[src/rtl/rtc_presc_pkg.sv]
package rtc_presc_pkg;

    typedef enum logic [1:0] {
        ADDR_TRIM_LO = 2'd0,
        ADDR_TRIM_HI = 2'd1,
        ADDR_CTRL    = 2'd2,
        ADDR_UNUSED  = 2'd3
    } presc_addr_e;

    localparam int CTRL_AUTO_BIT = 2;
    localparam int TRIM_W        = 16;

    typedef struct packed {
        logic signed [TRIM_W-1:0] trim;
        logic                     auto_en;
    } presc_cfg_t;

    function automatic logic top_of_hour(input logic [5:0] mins, input logic [5:0] secs);
        return (mins == 6'd0) && (secs == 6'd0);
    endfunction

endpackage

[src/rtl/presc_regs.sv]
module presc_regs
    import rtc_presc_pkg::*;
(
    input  logic       clk,
    input  logic       rst,
    input  logic       wr_en,
    input  logic [1:0] reg_addr,
    input  logic [7:0] wr_data,
    output presc_cfg_t cfg,
    output logic [7:0] rd_data
);
    presc_addr_e sel;
    assign sel = presc_addr_e'(reg_addr);

    always_ff @(posedge clk) begin
        if (rst) begin
            cfg <= '0;
        end else if (wr_en) begin
            case (sel)
                ADDR_TRIM_LO: cfg.trim[7:0]  <= wr_data;
                ADDR_TRIM_HI: cfg.trim[15:8] <= wr_data;
                ADDR_CTRL:    cfg.auto_en    <= wr_data[CTRL_AUTO_BIT];
                default:      ;
            endcase
        end
    end

    always_comb begin
        rd_data = 8'h00;
        case (sel)
            ADDR_TRIM_LO: rd_data = cfg.trim[7:0];
            ADDR_TRIM_HI: rd_data = cfg.trim[15:8];
            ADDR_CTRL:    rd_data[CTRL_AUTO_BIT] = cfg.auto_en;
            default:      rd_data = 8'h00;
        endcase
    end
endmodule

[src/rtl/presc_len.sv]
module presc_len
    import rtc_presc_pkg::*;
#(
    parameter int REF_HZ = 32768,
    parameter int LEN_W  = 17
) (
    input  presc_cfg_t       cfg,
    input  logic [5:0]       min_in,
    input  logic [5:0]       sec_in,
    output logic [LEN_W-1:0] len
);
    localparam int EXT_W = LEN_W + 1 - TRIM_W;
    localparam logic [LEN_W-1:0] REF_L = LEN_W'(REF_HZ);

    logic                    apply;
    logic signed [LEN_W:0]   trim_ext;
    logic signed [LEN_W:0]   raw;

    assign apply    = cfg.auto_en && top_of_hour(min_in, sec_in);
    assign trim_ext = apply ? $signed({{EXT_W{cfg.trim[TRIM_W-1]}}, cfg.trim}) : '0;
    assign raw      = $signed({1'b0, REF_L}) + trim_ext;

    always_comb begin
        if (raw < $signed((LEN_W+1)'(1)))
            len = LEN_W'(1);
        else
            len = raw[LEN_W-1:0];
    end
endmodule

[src/rtl/presc_count.sv]
module presc_count #(
    parameter int LEN_W = 17
) (
    input  logic             clk,
    input  logic             rst,
    input  logic             tick_en,
    input  logic [LEN_W-1:0] len,
    output logic [LEN_W-1:0] cnt,
    output logic             sec_pulse
);
    logic [LEN_W-1:0] cnt_inc;
    assign cnt_inc = cnt + LEN_W'(1);

    always_ff @(posedge clk) begin
        if (rst) begin
            cnt       <= '0;
            sec_pulse <= 1'b0;
        end else if (tick_en) begin
            if (cnt_inc >= len) begin
                cnt       <= '0;
                sec_pulse <= 1'b1;
            end else begin
                cnt       <= cnt_inc;
                sec_pulse <= 1'b0;
            end
        end else begin
            sec_pulse <= 1'b0;
        end
    end
endmodule

[src/rtl/sec_prescaler.sv]
module sec_prescaler
    import rtc_presc_pkg::*;
#(
    parameter int REF_HZ = 32768
) (
    input  logic       clk,
    input  logic       rst,
    input  logic       tick_en,
    input  logic [5:0] min_in,
    input  logic [5:0] sec_in,
    input  logic       wr_en,
    input  logic [1:0] reg_addr,
    input  logic [7:0] wr_data,
    output logic [7:0] rd_data,
    output logic       sec_pulse
);
    localparam int LEN_W = $clog2(REF_HZ + (1 << (TRIM_W-1))) + 1;

    presc_cfg_t       cfg;
    logic [LEN_W-1:0] len;
    logic [LEN_W-1:0] cnt;

    presc_regs u_regs (
        .clk(clk), .rst(rst), .wr_en(wr_en), .reg_addr(reg_addr),
        .wr_data(wr_data), .cfg(cfg), .rd_data(rd_data)
    );

    presc_len #(.REF_HZ(REF_HZ), .LEN_W(LEN_W)) u_len (
        .cfg(cfg), .min_in(min_in), .sec_in(sec_in), .len(len)
    );

    presc_count #(.LEN_W(LEN_W)) u_count (
        .clk(clk), .rst(rst), .tick_en(tick_en), .len(len),
        .cnt(cnt), .sec_pulse(sec_pulse)
    );
endmodule

[config.mk]
export PLATFORM = sky130hd
export DESIGN_NAME = sec_prescaler
export DESIGN_NICKNAME = d
export VERILOG_FILES = /design/src/rtl/rtc_presc_pkg.sv /design/src/rtl/presc_regs.sv /design/src/rtl/presc_len.sv /design/src/rtl/presc_count.sv /design/src/rtl/sec_prescaler.sv
export SDC_FILE = /design/constraint.sdc
export NUM_CORES = 1
export LEC_CHECK = 0
export BUFFER_PORTS_ARGS = -buffer_cell sky130_fd_sc_hd__buf_4
export CAP_MARGIN = 30
export CORE_MARGIN = 2
export CORE_UTILIZATION = 37
export CTS_BUF_LIST = sky130_fd_sc_hd__clkbuf_2 sky130_fd_sc_hd__clkbuf_4 sky130_fd_sc_hd__clkbuf_8
export DETAILED_ROUTE_END_ITERATION = 8
export GPL_TIMING_DRIVEN = 0
export PLACE_DENSITY_LB_ADDON = 0.1
export SYNTH_ARGS = -nofsm -noshare
export SYNTH_HDL_FRONTEND = slang
export SYNTH_SLANG_ARGS = --single-unit
[constraint.sdc]
create_clock -name clk -period 3.85 [get_ports clk]
set_input_delay 0 -clock clk [delete_from_list [all_inputs] [get_ports clk]]
set_output_delay 0 -clock clk [all_outputs]
set_load 0.1 [all_outputs]
* Word level (Yosys, flattened, before mapping)
Index checks and enable logic that the tools add are counted.
** Word-level totals
- Input port bits :: 26
- Register bits :: 35
- Logic and storage cells :: 28
** Cells by class
- Reduce and logical (&&, ||, !) cells :: 9
- Add/sub/neg operators :: 2
- Order comparisons :: 2
- Equality and inequality tests :: 2
- Mux-type cells :: 7
- Bitwise logic cells :: 1
** Operator list (number)
- $mux W17 :: 2
- $add A17 B18 Y18 const A :: 1
- $lt A18 B2 Y1 const B :: 1
- $mux W18 :: 1
- $add A17 B1 Y17 const B :: 1
- $ge A17 B17 Y1 :: 1
- $logic_not A6 Y1 :: 2
- $pmux W5 S2 :: 1
- $reduce_and A2 Y1 :: 3
- $pmux W2 S2 :: 1
- $pmux W1 S3 :: 1
- $eq A2 B1 Y1 const B :: 1
- $eq A2 B2 Y1 const B :: 1
- $logic_and A1 B1 Y1 :: 2
- $logic_not A2 Y1 :: 1
- $reduce_or A2 Y1 :: 1
- $mux W1 :: 1
- $not A1 Y1 :: 1

* Longest topological paths before layout
Gate-level depths: netlist (run 1).
- Word-level depth :: 9
- Depth in mapped cells :: 14
- Gate-level depth less buffers :: 12

* Cells and area by module
Synthesis (run 1) repeated with hierarchy kept, for this count alone.
** Unflattened totals
- Cells, all modules :: 297
- Area, all modules :: 2521.2 um2
** By module, submodules not included
- presc_count :: sequential area each 360.3 um2, instances 1, area an instance 1451.4 um2, cells an instance 181
- presc_regs :: sequential area each 340.3 um2, instances 1, area an instance 859.6 um2, cells an instance 87
- presc_len :: sequential area each 0.0 um2, instances 1, area an instance 210.2 um2, cells an instance 29

* Worst setup path after synthesis (run 1)
OpenSTA, ideal clock, no wires.
- Kind :: reg-to-reg
- From :: register u_count.cnt[0]
- To :: register u_count.cnt[12]
- Data arrival time :: 3.294 ns
- Stages on the path, launching flop included :: 15
- Setup time :: 0.070 ns
- Data required time :: 3.780 ns
- Setup slack :: 0.486 ns
- Path through :: dfxtp_1 -> ha_1 -> and3_1 -> or4b_1 -> buf_2 -> nor2_1 -> xor2_1 -> ha_1 -> a21o_1 -> a21o_1 -> a211oi_1 -> and3_1 -> clkbuf_1 -> o211ai_1 -> a21oi_1
** On the way
- Cells in the longest elaborated chain, start to end :: 3
** Ends and longest elaborated chain
- start, declared :: line presc_count.sv:8 : output logic [LEN_W-1:0] cnt,
- start signal, assigned :: line presc_count.sv:23 : cnt <= cnt_inc;
- $add A17 B1 Y17 * :: line presc_count.sv:12 : assign cnt_inc = cnt + LEN_W'(1);
- $ge A17 B17 Y1 :: line presc_count.sv:19 : if (cnt_inc >= len) begin
- $mux W17 * :: line presc_count.sv:19
Every way passes the cells marked *; elsewhere a longest branch is shown, timed or not.
A chain may end at the register's enable or synchronous reset.

* Worst setup path in the final report (run 1)
- From :: register u_count.cnt[1]
- To :: register u_count.cnt[14]
Same word-level chain as after synthesis.

==> flow_results.xml, run 1 <==
<?xml version="1.0" encoding="UTF-8"?>
<metrics>
  <group name="outcome">
    <metric name="result_of_the_run" unit="">finished, final reports clean</metric>
  </group>
  <group name="placement">
    <metric name="port_buffers" unit="">33</metric>
    <metric name="place_congestion" unit="">0.862</metric>
    <metric name="place_hpwl" unit="um">4750</metric>
    <metric name="place_inst" unit="">405</metric>
  </group>
  <group name="drt">
    <metric name="detailroute.via_count" unit="">2328</metric>
    <metric name="dr.first_iter.drc_count" unit="">107</metric>
    <metric name="wirelength" unit="um">6370</metric>
    <metric name="drc" unit="">0</metric>
    <metric name="routed_via_density" unit="">5.53</metric>
    <metric name="detail_route.wl_per_cell" unit="um">15.1</metric>
    <metric name="postRouteAntennaNets" unit="">0</metric>
    <metric name="pre_repair_dr_iteration_count" unit="">4</metric>
  </group>
  <group name="cts">
    <metric name="clk-insertion-delay-late" unit="ns">0.29</metric>
    <metric name="cts.htree.levels" unit="">2</metric>
    <metric name="tritoncts.num_buffers" unit="">5</metric>
    <metric name="tritoncts_clock_tree" unit="">built</metric>
    <metric name="tritoncts_num_sinks" unit="">35</metric>
    <metric name="post-cts-setup-buffer-count" unit="">0</metric>
    <metric name="root_buffer" unit="">clkbuf_8</metric>
    <metric name="max-clock-path-buffers" unit="">2</metric>
    <metric name="clkSlewWorstSetupHoldPaths" unit="ns">0.07</metric>
  </group>
  <group name="power_and_ir_drop">
    <metric name="total_power" unit="uW">766</metric>
    <metric name="leakage" unit="uW">0.00117</metric>
    <metric name="worst_ir_drop_vdd" unit="mV">0.142</metric>
    <metric name="power_density" unit="mW/mm^2">269</metric>
  </group>
  <group name="critical_path">
    <metric name="worstSetupEndpointType" unit="">flop</metric>
    <metric name="critical_path_required" unit="ns">4.07</metric>
    <metric name="reg2reg_slack" unit="ns">0.28</metric>
    <metric name="timing.critical_path.fanout_max" unit="">10</metric>
    <metric name="startpoint_type" unit="">flop</metric>
    <metric name="arrival" unit="ns">3.78</metric>
    <metric name="setup.worst_path.class" unit="">reg2reg</metric>
  </group>
  <group name="final_layout">
    <metric name="layout-drive-gt1-share" unit="%">14.2</metric>
    <metric name="synthToLayoutAreaGrowth" unit="%">22.8</metric>
    <metric name="register_area" unit="sq um">702</metric>
    <metric name="fin_cells" unit="">421</metric>
    <metric name="finish.net_count" unit="">388</metric>
    <metric name="nFillCells" unit="">621</metric>
    <metric name="highest_count_cells_in_the_layout_ignoring_fill_and_taps" unit="">nand2_1, dfxtp_1, buf_4</metric>
    <metric name="diodes" unit="">0</metric>
    <metric name="multiInputGateArea" unit="sq mm">0.00154</metric>
    <metric name="mostFrequentLayoutCell" unit="">nand2_1</metric>
  </group>
  <group name="timing">
    <metric name="finalCriticalPeriod" unit="ns">3.57</metric>
    <metric name="final_count_of_hold_timing_violations" unit="">0</metric>
    <metric name="rsz0062_at_grt" unit="">no</metric>
    <metric name="layout_worst_path_cycle_share" unit="%">92.6</metric>
    <metric name="relSlewSlack" unit="%">53.0</metric>
    <metric name="final_max_slew_viol_count" unit="">0</metric>
    <metric name="fmax" unit="GHz">0.280</metric>
    <metric name="finalSetupViolations" unit="">0</metric>
    <metric name="final.setup_skew" unit="ns">0.00483</metric>
    <metric name="slew_at_the_pin_with_the_worst_max_slew_slack" unit="ns">0.700</metric>
  </group>
  <group name="floorplanning">
    <metric name="die_height" unit="um">83.1</metric>
    <metric name="floorplan.core_area" unit="sq mm">0.00599</metric>
    <metric name="num_io_pins" unit="">35</metric>
    <metric name="horizontal_die_dimension" unit="um">83.1</metric>
    <metric name="rows" unit="">28</metric>
    <metric name="design.die.area" unit="sq mm">0.00690</metric>
    <metric name="initial_core_utilization" unit="%">38.6</metric>
  </group>
  <group name="global_routing">
    <metric name="grt_first_pass_wirelength" unit="um">10800</metric>
    <metric name="antenna_violations_before_repair" unit="">0</metric>
    <metric name="maximum_number_of_pins_on_one_net_before_global_route_repair" unit="">11</metric>
    <metric name="grt_overflow" unit="">0</metric>
    <metric name="grtUsageTotal" unit="%">19.1</metric>
    <metric name="number_of_global_route_vias_before_repair" unit="">2187</metric>
  </group>
  <group name="synthesis">
    <metric name="yosysSeqAreaShare" unit="%">30.3</metric>
    <metric name="ys.warnings.count" unit="">0</metric>
    <metric name="synth_nets" unit="">340</metric>
    <metric name="syn_area" unit="sq mm">0.00231</metric>
    <metric name="syn-mean-instance-area" unit="sq um">7.79</metric>
    <metric name="yosys.cell_types.count" unit="">36</metric>
    <metric name="ys_seq_elements" unit="">35</metric>
    <metric name="syn-instance-count" unit="">297</metric>
  </group>
  <group name="job">
    <metric name="drv.max_cap_violation_count" unit="">0</metric>
  </group>
  <group name="hold_path">
    <metric name="worstHoldPathType" unit="">in2reg</metric>
  </group>
</metrics>
final timing paths:
check,end,from,depth (start not counted)
worst min register to register,u_regs.cfg[14]$_SDFFE_PP0P_,u_regs.cfg[14]$_SDFFE_PP0P_,2
worst max register to register,u_count.cnt[14]$_SDFFE_PP0P_,u_count.cnt[1]$_SDFFE_PP0P_,14
worst min-delay path,u_count.cnt[9]$_SDFFE_PP0P_,tick_en,4
worst max-delay path,u_count.cnt[14]$_SDFFE_PP0P_,u_count.cnt[1]$_SDFFE_PP0P_,14
cell usage after synthesis:
master / number / area, sq um
and4b_1: 1 / 10.0
o21ai_0: 5 / 25.0
nor2_1: 27 / 101
xnor2_1: 11 / 96.3
nor4b_1: 1 / 8.76
buf_1: 2 / 7.51
clkbuf_1: 13 / 48.8
xor2_1: 5 / 43.8
nor3_1: 11 / 55.1
clkbuf_2: 1 / 5.00
a31o_1: 2 / 17.5
inv_1: 4 / 15.0
nand3_1: 21 / 105
o211ai_1: 6 / 45.0
a32oi_1: 2 / 17.5
and3_1: 6 / 37.5
a21oi_1: 23 / 115
nand2b_1: 1 / 6.26
nand2_1: 41 / 154
a41o_1: 1 / 10.0
nand4_1: 7 / 43.8
nor4_1: 6 / 37.5
nor3b_1: 1 / 7.51
dfxtp_1: 35 / 701
or4b_1: 1 / 10.0
nand3b_1: 1 / 7.51
ha_1: 17 / 213
and2_1: 7 / 43.8
nor2b_1: 5 / 31.3
mux2i_1: 17 / 170
nor3_4: 1 / 16.3
or4_1: 4 / 30.0
a41oi_1: 3 / 26.3
buf_2: 3 / 15.0
a211oi_1: 3 / 22.5
a21o_1: 2 / 15.0
stage by stage:
stage | utilization (%) | hold slack (ns) | TNS (ns) | setup WS, ns | area (sq um)
after floorplan | - | 0.144 | 0 | 0.486 | 2310
after global placement | 44.3 | 0.253 | -1.08 | -0.130 | 2660
after detailed placement | 44.3 | 0.259 | -0.562 | -0.0755 | 2660
after CTS | 47.2 | 0.0879 | 0 | 0.0548 | 2830
after global routing | 47.5 | 0.139 | 0 | 0.0108 | 2840
final | 47.5 | 0.0970 | 0 | 0.284 | 2840
worst max-delay path, stage by stage (launching register included):
cell and delay [ns]:
dfxtp_1 0.44, ha_4 0.21, and3_1 0.21, or4b_1 0.45, buf_2 0.18, nor2_1 0.13, xor2_1 0.21, ha_1 0.29
a21o_1 0.17, a21o_1 0.18, a211oi_1 0.26, and3_1 0.26, clkbuf_4 0.23, nand4_1 0.10, a21oi_1 0.17
sequential cells by signal, summed over array words and instances (netlist names):
name and count:
u_count.cnt 17, u_count.sec_pulse 1, u_regs.cfg 17
per-layer routing:
| layer | GRT usage (%) | up-vias | part of all wire (%) |
|---|---|---|---|
| met3 | 3.18 | 15 | 3.8 |
| li1 | - | 1165 | - |
| met2 | 29.7 | 53 | 45 |
| met5 | 0 | - | 0 |
| met1 | 26.2 | 1095 | 49 |
| met4 | 7.60 | 0 | 2.5 |
cell type report:
| type | count | share of cell area [%] |
|---|---|---|
| sequential | 35 | 24.7 |
| tap | 75 | 3.30 |
| timing repair buffer | 41 | 11.5 |
| inverter | 4 | 0.528 |
| clock buffer | 7 | 2.95 |
| clock inverter | 1 | 0.176 |
| buffer | 19 | 2.82 |
| multi-input combinational | 239 | 54.0 |
cells by family after synthesis:
family / Yosys count / share of synthesized area [%]
AND/OR/NAND/NOR: 142 / 30.5
multiplexers: 17 / 7.35
adder cells (fa/ha/maj): 17 / 9.19
XOR/XNOR: 16 / 6.05
AO/OA/AOI/OAI: 47 / 12.7
buffers and inverters: 23 / 3.95
flip-flops: 35 / 30.3
report_power, final:
group | internal (uW) | leakage [uW] | switching (uW) | total [uW]
logic | 45.4 | 0.000833 | 60.3 | 106
registers | 370 | 0.000284 | 9.97 | 380
clock network | 141 | 0.0000491 | 139 | 281
timing repair:
item                                    4_1_cts  5_1_grt
resized for setup                             1        5
gates cloned                                  0        0
endpoints found under the setup margin       10       11
hold buffers                                  8        0
pin swaps                                     0        1
hold endpoints to repair                     17        0
(Power assumes the default switching activity.)
==> run 2: changes to the inputs <==
Settings changed: BUFFER_PORTS_ARGS -buffer_cell sky130_fd_sc_hd__buf_4 to unset, DONT_BUFFER_PORTS set to 1.
==> run 2 against run 1 <==
Worst hold slack got worse by 0.038 ns. Clock power barely moved. Die area unchanged. Via count is 5.5% lower. Critical endpoint is now u_count.cnt[2]$_SDFFE_PP0P_. Highest routed layer unchanged. Worst setup slack improved by 0.0013 ns.
==> flow_results.xml, run 2 (synthesis results as in run 1) <==
<?xml version="1.0" encoding="UTF-8"?>
<metrics>
  <group name="hold_path">
    <metric name="start_point_of_the_worst_min_delay_path" unit="">tick_en</metric>
    <metric name="worstHoldPathType" unit="">in2reg</metric>
    <metric name="min_delay_path_depth" unit="">3</metric>
    <metric name="holdPathEnd" unit="">u_count.cnt[0]$_SDFFE_PP0P_</metric>
  </group>
  <group name="final_layout">
    <metric name="register_area" unit="sq um">702</metric>
    <metric name="nFillCells" unit="">609</metric>
    <metric name="finish.net_count" unit="">364</metric>
    <metric name="reg.largest.list" unit="">u_count.cnt: 17 flops, u_regs.cfg: 17 flops, u_count.sec_pulse: 1 flops</metric>
    <metric name="layout-drive-gt1-share" unit="%">9.97</metric>
    <metric name="multiInputGateArea" unit="sq mm">0.00155</metric>
    <metric name="diodes" unit="">0</metric>
    <metric name="synthToLayoutAreaGrowth" unit="%">18.4</metric>
    <metric name="mostFrequentLayoutCell" unit="">nand2_1</metric>
    <metric name="fin_cells" unit="">396</metric>
    <metric name="highest_count_cells_in_the_layout_ignoring_fill_and_taps" unit="">nand2_1, dfxtp_1, a21oi_1</metric>
  </group>
  <group name="critical_path">
    <metric name="startpoint_type" unit="">flop</metric>
    <metric name="cp_top_family" unit="">simple AND/OR/NAND/NOR gates</metric>
    <metric name="arrival" unit="ns">3.78</metric>
    <metric name="ff2ff_path_depth" unit="">14</metric>
    <metric name="setup.worst_path.class" unit="">reg2reg</metric>
    <metric name="worstSetupEndpointType" unit="">flop</metric>
    <metric name="timing.critical_path.fanout_max" unit="">10</metric>
    <metric name="max_stage_delay" unit="ns">0.43</metric>
    <metric name="reg2reg_from" unit="">u_count.cnt[1]$_SDFFE_PP0P_</metric>
    <metric name="regToRegEndpoint" unit="">u_count.cnt[2]$_SDFFE_PP0P_</metric>
    <metric name="critical_path_required" unit="ns">4.07</metric>
    <metric name="cp_num_buf_inv" unit="">2</metric>
    <metric name="reg2reg_slack" unit="ns">0.29</metric>
    <metric name="cp_slowest_cell" unit="">or4b_1</metric>
    <metric name="crit_chain" unit="">ha_2 -&gt; and3_1 -&gt; or4b_1 -&gt; buf_2 -&gt; nor2_1 -&gt; xor2_1 -&gt; ha_1 -&gt; a21o_1 -&gt; a21o_1 -&gt; a211oi_2 -&gt; and3_1 -&gt; clkbuf_4 -&gt; o211ai_1 -&gt; a21oi_1</metric>
  </group>
  <group name="placement">
    <metric name="place_congestion" unit="">0.788</metric>
    <metric name="place_hpwl" unit="um">4820</metric>
    <metric name="place_inst" unit="">380</metric>
    <metric name="port_buffers" unit="">0</metric>
  </group>
  <group name="timing">
    <metric name="layout_worst_path_cycle_share" unit="%">92.6</metric>
    <metric name="final_count_of_hold_timing_violations" unit="">0</metric>
    <metric name="final.setup_skew" unit="ns">0.0104</metric>
    <metric name="slew_at_the_pin_with_the_worst_max_slew_slack" unit="ns">0.937</metric>
    <metric name="finalCriticalPeriod" unit="ns">3.56</metric>
    <metric name="relSlewSlack" unit="%">37.4</metric>
    <metric name="rsz0062_at_grt" unit="">no</metric>
    <metric name="fmax" unit="GHz">0.281</metric>
    <metric name="final_max_slew_viol_count" unit="">0</metric>
    <metric name="finalSetupViolations" unit="">0</metric>
  </group>
  <group name="drt">
    <metric name="postRouteAntennaNets" unit="">0</metric>
    <metric name="drc" unit="">0</metric>
    <metric name="dr.first_iter.drc_count" unit="">103</metric>
    <metric name="detailroute.via_count" unit="">2199</metric>
    <metric name="routed_via_density" unit="">5.55</metric>
    <metric name="pre_repair_dr_iteration_count" unit="">4</metric>
    <metric name="wirelength" unit="um">6310</metric>
    <metric name="detail_route.wl_per_cell" unit="um">15.9</metric>
  </group>
  <group name="floorplanning">
    <metric name="design.die.area" unit="sq mm">0.00690</metric>
    <metric name="die_height" unit="um">83.1</metric>
    <metric name="initial_core_utilization" unit="%">38.6</metric>
    <metric name="rows" unit="">28</metric>
    <metric name="floorplan.core_area" unit="sq mm">0.00599</metric>
    <metric name="horizontal_die_dimension" unit="um">83.1</metric>
    <metric name="num_io_pins" unit="">35</metric>
  </group>
  <group name="global_routing">
    <metric name="number_of_global_route_vias_before_repair" unit="">1974</metric>
    <metric name="grt_overflow" unit="">0</metric>
    <metric name="antenna_violations_before_repair" unit="">0</metric>
    <metric name="grtUsageTotal" unit="%">18.4</metric>
    <metric name="grt_first_pass_wirelength" unit="um">10200</metric>
    <metric name="maximum_number_of_pins_on_one_net_before_global_route_repair" unit="">11</metric>
  </group>
  <group name="cts">
    <metric name="root_buffer" unit="">clkbuf_8</metric>
    <metric name="clkSlewWorstSetupHoldPaths" unit="ns">0.08</metric>
    <metric name="tritoncts_num_sinks" unit="">35</metric>
    <metric name="max-clock-path-buffers" unit="">2</metric>
    <metric name="cts.htree.levels" unit="">2</metric>
    <metric name="tritoncts.num_buffers" unit="">5</metric>
    <metric name="tritoncts_clock_tree" unit="">built</metric>
    <metric name="clk-insertion-delay-late" unit="ns">0.29</metric>
    <metric name="post-cts-setup-buffer-count" unit="">0</metric>
  </group>
  <group name="power_and_ir_drop">
    <metric name="worst_ir_drop_vdd" unit="mV">0.152</metric>
    <metric name="leakage" unit="uW">0.00106</metric>
    <metric name="total_power" unit="uW">749</metric>
    <metric name="power_density" unit="mW/mm^2">273</metric>
  </group>
  <group name="job">
    <metric name="drv.max_cap_violation_count" unit="">0</metric>
  </group>
  <group name="outcome">
    <metric name="result_of_the_run" unit="">finished, final reports clean</metric>
  </group>
</metrics>
==> run 2: final cells by class <==
class                   instances  share of cell area (%)
clock buffers                   6                    3.01
flip-flops and latches         35                    25.6
plain buffers                  19                    2.92
repair buffers                 17                    7.67
multi-input cells             239                    56.6
clock inverters                 1                   0.183
well taps                      75                    3.42
inverters                       4                   0.548
==> run 2: metal layers <==
| layer | GRT usage, % | vias to the layer above | wire length [um] |
|---|---|---|---|
| met3 | 3.28 | 6 | 275 |
| met5 | 0 | - | 0 |
| met1 | 26.5 | 1029 | 3120 |
| met4 | 3.58 | 0 | 48 |
| met2 | 28.7 | 47 | 2870 |
| li1 | - | 1117 | - |
==> run 2: what timing repair did <==
item,CTS,global route
gates cloned,0,0
pin swaps,0,2
endpoints found under the hold margin,18,0
endpoints found under the setup margin,10,11
hold buffers,9,0
gates resized for setup,1,5
==> run 2: through the flow <==
| step | cell area, sq um | TNS, ns | hold WS (ns) | setup slack, ns | util, % |
|---|---|---|---|---|---|
| finish | 2740 | 0 | 0.0592 | 0.285 | 45.7 |
| global route | 2740 | 0 | 0.0956 | 0.0133 | 45.7 |
| CTS | 2730 | 0 | 0.0488 | 0.0338 | 45.6 |
| detailed placement | 2550 | -1.08 | 0.154 | -0.150 | 42.6 |
| global placement | 2410 | -0.985 | 0.151 | -0.123 | 40.2 |
| floorplan | 2310 | 0 | 0.144 | 0.486 | - |
==> run 2: worst reg2reg max path, stage by stage, from the launching register on <==
cell      delay [ns]
dfxtp_1         0.41
ha_2            0.28
and3_1          0.22
or4b_1          0.43
buf_2           0.18
nor2_1          0.14
xor2_1          0.21
ha_1            0.29
a21o_1          0.17
a21o_1          0.18
a211oi_2        0.23
and3_1          0.25
clkbuf_4        0.24
o211ai_1        0.12
a21oi_1         0.16
==> run 2: worst max-delay path by stage <==
stage / from / end / slack [ns] / depth (start not counted)
after floorplan: u_count.cnt[0]$_SDFFE_PP0P_ / u_count.cnt[12]$_SDFFE_PP0P_ / 0.49 / 14
after global placement: u_count.cnt[0]$_SDFFE_PP0P_ / u_count.cnt[2]$_SDFFE_PP0P_ / -0.12 / 14
after detailed placement: u_count.cnt[0]$_SDFFE_PP0P_ / u_count.cnt[2]$_SDFFE_PP0P_ / -0.15 / 14
after CTS: u_count.cnt[0]$_SDFFE_PP0P_ / u_count.cnt[2]$_SDFFE_PP0P_ / 0.03 / 14
after global routing: u_count.cnt[1]$_SDFFE_PP0P_ / u_count.cnt[13]$_SDFFE_PP0P_ / 0.01 / 14
final: u_count.cnt[1]$_SDFFE_PP0P_ / u_count.cnt[2]$_SDFFE_PP0P_ / 0.29 / 14
==> run 2: where the power goes <==
group,switching [uW],total (uW),internal [uW]
logic,58.6,91.9,33.3
clock network,137,278,141
registers,9.22,379,370
total,205,749,544
